File: src/rtl/dring_pkg.sv
package dring_pkg;
  localparam int WORD_W  = 64;
  localparam int SLOT_W  = 2 * WORD_W;
  localparam int LEN_W   = 14;
  localparam int LEN_LSB = 16;
  localparam int B_GEN   = 0;
  localparam int B_CSUM  = 8;
  localparam int B_NOSND = 9;
  localparam int B_NOTE  = 10;
  localparam int B_LAST  = 11;

  typedef enum logic [1:0] {F_REQ, F_CHK, F_HOLD} fetch_st_e;

  typedef struct packed {
    logic             csum;
    logic             nosend;
    logic             note;
    logic             last;
    logic [LEN_W-1:0] len;
    logic             rsv_bad;
  } ctl_t;
endpackage

File: src/rtl/ring_fetch.sv
module ring_fetch
  import dring_pkg::*;
#(
  parameter int DEPTH = 64,
  localparam int IDX_W = $clog2(DEPTH)
) (
  input  logic              clk_i,
  input  logic              rst_ni,
  output logic              rd_en_o,
  output logic [IDX_W-1:0]  rd_idx_o,
  input  logic [SLOT_W-1:0] rd_data_i,
  input  logic              take_i,
  output logic              hold_vld_o,
  output logic [WORD_W-1:0] hold_w0_o,
  output logic [WORD_W-1:0] hold_w1_o
);
  localparam logic [IDX_W-1:0] LAST_IDX = IDX_W'(DEPTH - 1);

  fetch_st_e         st_q;
  logic [IDX_W-1:0]  head_q;
  logic              phase_q;
  logic [WORD_W-1:0] w0_q, w1_q;

  always_ff @(posedge clk_i or negedge rst_ni) begin
    if (!rst_ni) begin
      st_q    <= F_REQ;
      head_q  <= '0;
      phase_q <= 1'b1;
      w0_q    <= '0;
      w1_q    <= '0;
    end else begin
      unique case (st_q)
        F_REQ: st_q <= F_CHK;
        F_CHK: begin
          if (rd_data_i[B_GEN] == phase_q) begin
            w0_q <= rd_data_i[WORD_W-1:0];
            w1_q <= rd_data_i[SLOT_W-1:WORD_W];
            st_q <= F_HOLD;
          end else begin
            st_q <= F_REQ;  // stale slot: poll again
          end
        end
        F_HOLD: begin
          if (take_i) begin
            head_q <= head_q + 1'b1;
            if (head_q == LAST_IDX) phase_q <= ~phase_q;
            st_q <= F_REQ;
          end
        end
        default: st_q <= F_REQ;
      endcase
    end
  end

  assign rd_en_o    = (st_q == F_REQ);
  assign rd_idx_o   = head_q;
  assign hold_vld_o = (st_q == F_HOLD);
  assign hold_w0_o  = w0_q;
  assign hold_w1_o  = w1_q;

  assert_phase_wrap_R6: assert property (@(posedge clk_i) disable iff (!rst_ni)
    (phase_q != $past(phase_q)) |-> (head_q == '0 && $past(head_q) == LAST_IDX));
  assert_head_step_R6: assert property (@(posedge clk_i) disable iff (!rst_ni)
    (head_q != $past(head_q)) |-> (head_q == IDX_W'($past(head_q) + 1'b1)));
  assert_gen_match_R2: assert property (@(posedge clk_i) disable iff (!rst_ni)
    $rose(hold_vld_o) |-> ($past(rd_data_i[B_GEN]) == phase_q));
endmodule

File: src/rtl/desc_decode.sv
module desc_decode
  import dring_pkg::*;
(
  input  logic [WORD_W-1:0] w0_i,
  input  logic [WORD_W-1:0] w1_i,
  output ctl_t              ctl_o,
  output logic              send_o,
  output logic              ret_o,
  output logic [WORD_W-1:0] buf_o
);
  logic len_nz;

  always_comb begin
    ctl_o.csum    = w0_i[B_CSUM];
    ctl_o.nosend  = w0_i[B_NOSND];
    ctl_o.note    = w0_i[B_NOTE];
    ctl_o.last    = w0_i[B_LAST];
    ctl_o.len     = w0_i[LEN_LSB +: LEN_W];
    ctl_o.rsv_bad = (|w0_i[7:1]) | (|w0_i[15:12]) | (|w0_i[31:30]);
  end

  assign len_nz = |ctl_o.len;
  assign send_o = len_nz & ~ctl_o.nosend;
  assign ret_o  = len_nz;  // buffer return survives no-send
  assign buf_o  = len_nz ? w1_i : '0;
endmodule

File: src/rtl/note_queue.sv
module note_queue #(
  parameter int NQ = 8,
  localparam int CW = $clog2(NQ + 1)
) (
  input  logic clk_i,
  input  logic rst_ni,
  input  logic push_i,
  input  logic push_bit_i,
  input  logic done_i,
  output logic full_o,
  output logic notif_o
);
  logic [NQ-1:0] q_q, q_d;
  logic [CW-1:0] cnt_q, cnt_d;
  logic          pop, notif_q;

  assign pop = done_i && (cnt_q != '0);

  always_comb begin
    q_d   = q_q;
    cnt_d = cnt_q;
    if (pop) begin
      q_d   = q_q >> 1;
      cnt_d = cnt_q - 1'b1;
    end
    if (push_i) begin
      for (int i = 0; i < NQ; i++)
        if (i == int'(cnt_d)) q_d[i] = push_bit_i;
      cnt_d = cnt_d + 1'b1;
    end
  end

  always_ff @(posedge clk_i or negedge rst_ni) begin
    if (!rst_ni) begin
      q_q     <= '0;
      cnt_q   <= '0;
      notif_q <= 1'b0;
    end else begin
      q_q     <= q_d;
      cnt_q   <= cnt_d;
      notif_q <= pop & q_q[0];
    end
  end

  assign full_o  = (cnt_q == CW'(NQ));
  assign notif_o = notif_q;

  assert_cnt_bound_R10: assert property (@(posedge clk_i) disable iff (!rst_ni)
    cnt_q <= CW'(NQ));
  assert_no_push_full_R10: assert property (@(posedge clk_i) disable iff (!rst_ni)
    !(push_i && full_o));
  assert_notif_after_done_R9: assert property (@(posedge clk_i) disable iff (!rst_ni)
    notif_o |-> $past(done_i));
endmodule

File: src/rtl/desc_ring_consumer.sv
module desc_ring_consumer
  import dring_pkg::*;
#(
  parameter int DEPTH = 64,
  parameter int NQ    = 8,
  localparam int IDX_W = $clog2(DEPTH)
) (
  input  logic              clk_i,
  input  logic              rst_ni,
  output logic              ring_rd_en_o,
  output logic [IDX_W-1:0]  ring_rd_idx_o,
  input  logic [127:0]      ring_rd_data_i,
  output logic              cmd_valid_o,
  input  logic              cmd_ready_i,
  output logic [13:0]       cmd_len_o,
  output logic              cmd_send_o,
  output logic              cmd_ret_o,
  output logic              cmd_csum_o,
  output logic              cmd_last_o,
  output logic              cmd_note_o,
  output logic [63:0]       cmd_buf_o,
  input  logic              done_i,
  output logic              notif_o,
  output logic              rsv_err_o
);
  logic              hold_vld, take, hs, q_full, skip;
  logic [WORD_W-1:0] w0, w1;
  ctl_t              ctl;
  logic              pkt_note_q, err_q;

  ring_fetch #(.DEPTH(DEPTH)) u_fetch (
    .clk_i, .rst_ni,
    .rd_en_o(ring_rd_en_o), .rd_idx_o(ring_rd_idx_o), .rd_data_i(ring_rd_data_i),
    .take_i(take), .hold_vld_o(hold_vld), .hold_w0_o(w0), .hold_w1_o(w1)
  );

  desc_decode u_dec (
    .w0_i(w0), .w1_i(w1), .ctl_o(ctl),
    .send_o(cmd_send_o), .ret_o(cmd_ret_o), .buf_o(cmd_buf_o)
  );

  assign skip        = hold_vld & ctl.rsv_bad;
  assign cmd_valid_o = hold_vld & ~ctl.rsv_bad & ~(ctl.last & q_full);
  assign hs          = cmd_valid_o & cmd_ready_i;
  assign take        = skip | hs;

  assign cmd_len_o  = ctl.len;
  assign cmd_csum_o = ctl.csum;
  assign cmd_last_o = ctl.last;
  assign cmd_note_o = ctl.note;

  always_ff @(posedge clk_i or negedge rst_ni) begin
    if (!rst_ni) begin
      pkt_note_q <= 1'b0;
      err_q      <= 1'b0;
    end else begin
      if (skip) err_q <= 1'b1;
      if (hs) pkt_note_q <= ctl.last ? 1'b0 : (pkt_note_q | ctl.note);
    end
  end
  assign rsv_err_o = err_q;

  note_queue #(.NQ(NQ)) u_noteq (
    .clk_i, .rst_ni,
    .push_i(hs & ctl.last), .push_bit_i(pkt_note_q | ctl.note),
    .done_i, .full_o(q_full), .notif_o
  );

  assert_cmd_hold_R8: assert property (@(posedge clk_i) disable iff (!rst_ni)
    (cmd_valid_o && !cmd_ready_i) |=> (cmd_valid_o && $stable(cmd_len_o) && $stable(cmd_buf_o)
                                       && $stable(cmd_last_o)));
  assert_err_sticky_R7: assert property (@(posedge clk_i) disable iff (!rst_ni)
    rsv_err_o |=> rsv_err_o);
  assert_err_no_cmd_R7: assert property (@(posedge clk_i) disable iff (!rst_ni)
    $rose(rsv_err_o) |-> !$past(cmd_valid_o));
endmodule

File: config.mk
export PLATFORM = sky130hd
export DESIGN_NAME = desc_ring_consumer
export DESIGN_NICKNAME = d
export VERILOG_FILES = /design/src/rtl/dring_pkg.sv /design/src/rtl/ring_fetch.sv /design/src/rtl/desc_decode.sv /design/src/rtl/note_queue.sv /design/src/rtl/desc_ring_consumer.sv
export SDC_FILE = /design/constraint.sdc
export NUM_CORES = 1
export LEC_CHECK = 0
export BUFFER_PORTS_ARGS = -buffer_cell sky130_fd_sc_hd__buf_2
export CAP_MARGIN = 20
export CORE_MARGIN = 2
export CORE_UTILIZATION = 48
export CTS_CLUSTER_DIAMETER = 50
export DETAILED_ROUTE_END_ITERATION = 7
export PLACE_DENSITY = 0.88
export SLEW_MARGIN = 20
export SYNTH_ARGS = -nofsm -noshare
export SYNTH_HDL_FRONTEND = slang
export SYNTH_SLANG_ARGS = --single-unit
File: constraint.sdc
create_clock -name clk_i -period 2.75 [get_ports clk_i]
set_input_delay 0.1375 -clock clk_i [delete_from_list [all_inputs] [get_ports clk_i]]
set_output_delay 0.1375 -clock clk_i [all_outputs]
set_load 0.05 [all_outputs]
==> impl_metrics.env <==
export IMPL_status="completed"
export IMPL_drc=0
export IMPL_path_delay_family="multiplexers"
export IMPL_synth_seq_area_share=0.542
export IMPL_vias=4295
export IMPL_grt_pass1_vias=4736
export IMPL_synthMuxAreaShare=0.230
export IMPL_syn_area_per_cell_um2=13.1
export IMPL_grt_max_degree=67
export IMPL_synth_xor_area_frac=0.0175
export IMPL_core_area_um2=11300
export IMPL_p_per_area_nw_per_um2=1300
export IMPL_tns_ns=0
export IMPL_viasPerCell=5.02
export IMPL_antenna_found_initial=0
export IMPL_setup_viol=0
export IMPL_rsz0062_at_grt="no"
export IMPL_grt_overflow_total=0
export IMPL_cp_data_required_time_ns=3.08
export IMPL_start_util=0.487
export IMPL_placed_area_um2=6480
export IMPL_first_pass_iters=6
export IMPL_postCtsSetupBuffers=0
export IMPL_slew_violations=0
export IMPL_dpl_hpwl_um=8460
export IMPL_path_buf_inv=2
export IMPL_yosys_area_share_simple=0.141
export IMPL_p_sw_mw=4.83
export IMPL_first_iter_violations=145
export IMPL_synth_top_family_by_area="multiplexers"
export IMPL_seq_power_share=0.293
export IMPL_dpl_cell_count=727
export IMPL_peakVddDrop_v=0.000984
export IMPL_synth_cells=419
export IMPL_p_int_mw=5.62
export IMPL_end_kind="register"
export IMPL_dieArea_um2=12300
export IMPL_pwr_share_clk=0.202
export IMPL_pin_count=225
export IMPL_gp_congestion=0.843
export IMPL_grt_use_total=0.235
export IMPL_synth_seq_cells=119
export IMPL_numPortBuffers=192
export IMPL_numClockSinks=119
export IMPL_cp_slowest_stage_delay_ns=0.50
export IMPL_synth_compound_area_frac=0.0100
export IMPL_rows=39
export IMPL_clk_latency_ns=0.41
export IMPL_finalInstanceArea_um2=8010
export IMPL_antennaDiodeCount=0
export IMPL_instances_no_fill=855
export IMPL_setup_slack_ns=0.289
export IMPL_yosysWarnings=0
export IMPL_whs_ns=0.218
export IMPL_synth_ff_type="dfrtp_1"
export IMPL_die_height_um=111
export IMPL_tightest_slew_ns=0.826
export IMPL_drive_gt1_frac=0.451
export IMPL_place_ws_ns=0.379
export IMPL_avgRoutedWirePerCell_um=16.5
export IMPL_root_buffer="clkbuf_16"
export IMPL_cts_max_level=4
export IMPL_pwr_share_comb=0.504
export IMPL_max_freq_mhz=406
export IMPL_nets=838
export IMPL_synth_distinct_cells=42
export IMPL_async_flop_share=1.00
export IMPL_skew_ns=0.00635
export IMPL_n_fill_cell=737
export IMPL_maxSlewHeadroom=0.450
export IMPL_critPathSlowestCell="mux2i_1"
export IMPL_die_x_um=111
export IMPL_ctsLongestPathBuffers=2
export IMPL_cp_arrival_ns=2.79
export IMPL_p_leak_nw=3.81
export IMPL_synth_edf_count=0
export IMPL_area_growth_syn_to_layout_pct=45.9
export IMPL_crit_chain="inv_1, ha_1, nand2b_1, o21ai_1, mux2i_1, inv_1, ha_1, nand3_2, mux2i_1"
export IMPL_syn_num_nets=558
export IMPL_cts_made_buffers=17
export IMPL_grt_pass1_wl_um=23000
export IMPL_period_needed_ns=2.46
export IMPL_path_clk_slew_ns=0.05
export IMPL_totalWireLength_um=14100
export IMPL_max_cap_violations=0
export IMPL_cts_tree="yes"
export IMPL_synthAdderAreaFrac=0.0159
export IMPL_period_share=0.895
export IMPL_ant_nets=0
export IMPL_synth_area_um2=5490
export IMPL_path_class="reg2reg"
export IMPL_critPathLaunchType="register"
export IMPL_hp_class="in2reg"
export IMPL_crit_fanout=5
export IMPL_hold_viol=0
export IMPL_switching_share=0.462
-- cell families (layout without fill, tap and decap cells) --
| family | count (synthesis) | after routing |
|---|---|---|
| and+or+nand+nor | 122 | 122 |
| buffers and inverters | 39 | 332 |
| AOI/OAI and AO/OA | 7 | 7 |
| muxes | 114 | 114 |
| adders and majority gates | 7 | 7 |
| DFF | 119 | 119 |
| xor gates and xnor gates | 11 | 11 |
-- final timing paths --
path	start	end	slack [ns]	cells past startpoint
min	cmd_ready_i	pkt_note_q$_DFFE_PN0N_	0.22	3
max reg2reg	u_noteq.cnt_q[0]$_DFF_PN0_	u_noteq.q_q[1]$_DFF_PN0_	0.29	9
min in group asynchronous	rst_ni	u_fetch.st_q[0]$_DFFE_PN0P_	0.37	2
min reg2reg	rsv_err_o$_DFFE_PN0P_	rsv_err_o$_DFFE_PN0P_	0.47	1
max	u_noteq.cnt_q[0]$_DFF_PN0_	u_noteq.q_q[1]$_DFF_PN0_	0.29	9
max in group asynchronous	rst_ni	u_fetch.hold_w1_o[49]$_DFFE_PN0P_	1.62	3
-- cell usage in the layout, fill, tap and decap left out, drive strengths merged --
cell	count
mux2	98
o21ai	3
o41ai	1
nand2	7
clkinvlp	1
nor3b	2
a31oi	2
nor2b	4
and2b	1
dlygate4sd3	96
nor4b	1
and4	1
xor2	6
nand3	7
and2	66
nand4b	1
nor2	12
buf	198
bufinv	2
mux2i	16
or3	1
and3b	1
xnor2	5
dfstp	1
inv	6
nand2b	2
nand4	6
a21o	1
clkbuf	22
or2	1
nor4	5
dfrtp	118
ha	7
clkinv	7
nor3	4
-- tightest hold or removal path, cell delays in order --
cell,delay (ns)
buf_2,0.09
and2_1,0.23
a31oi_1,0.13
-- Yosys cell counts, drive strengths merged (6+ instances only) --
cell,instances,area share
dfrtp,118,0.54
buf,26,0.034
clkbuf,7,0.0048
and2,66,0.075
nand4,6,0.0080
nand2,7,0.0048
mux2i,16,0.029
xor2,6,0.0096
ha,7,0.016
nand3,7,0.010
inv,6,0.0041
nor2,12,0.0087
mux2,98,0.20
-- state kept, by name, indices dropped and copies added, names as in the netlist --
register and flops:
u_noteq.cnt_q 4, u_fetch.hold_w1_o 64, u_noteq.q_q 8, pkt_note_q 1, rsv_err_o 1, u_noteq.notif_o 1
u_fetch.rd_idx_o 6, u_fetch.hold_w0_o 31, u_fetch.phase_q 1, u_fetch.st_q 2
-- power by group through the flow --
stage / Combinational [mW] / Sequential [mW] / Clock [mW]
after CTS: 5.26 / 3.04 / 2.17
after detailed placement: 5.13 / 3.06 / 0
after floorplan: 4.07 / 3.10 / 0
after global placement: 5.00 / 2.98 / 0
after global routing: 5.53 / 3.16 / 2.23
final: 5.27 / 3.07 / 2.11
-- per-stage QoR --
step	total power, mW	utilization
floorplan	7.17	-
global placement	7.98	0.575
detailed placement	8.19	0.575
CTS	10.5	0.711
global route	10.9	0.711
finish	10.4	0.711
-- routing by layer --
metal / vias up / track usage / wire length [um]
met5: - / 0 / 0
met4: 0 / 0.0942 / 366
met3: 37 / 0.0623 / 714
met2: 156 / 0.432 / 7510
met1: 2118 / 0.256 / 5490
li1: 1984 / - / -
-- cell type report --
class	count	area, um2	share of cell area
Clock inverter	10	103	0.0128
Timing Repair Buffer	294	1980	0.247
Tap cell	143	179	0.0223
Sequential cell	119	2980	0.372
Inverter	6	22.5	0.00281
Clock buffer	22	464	0.0579
Multi-Input combinational cell	261	2280	0.285
-- what timing repair did --
| item | 4_1_cts | 5_1_grt |
|---|---|---|
| hold buffers | 96 | 0 |
| endpoints found under the hold margin | 158 | 0 |
| gates resized for setup | 0 | 0 |
Power figures use the tool's default switching activity.
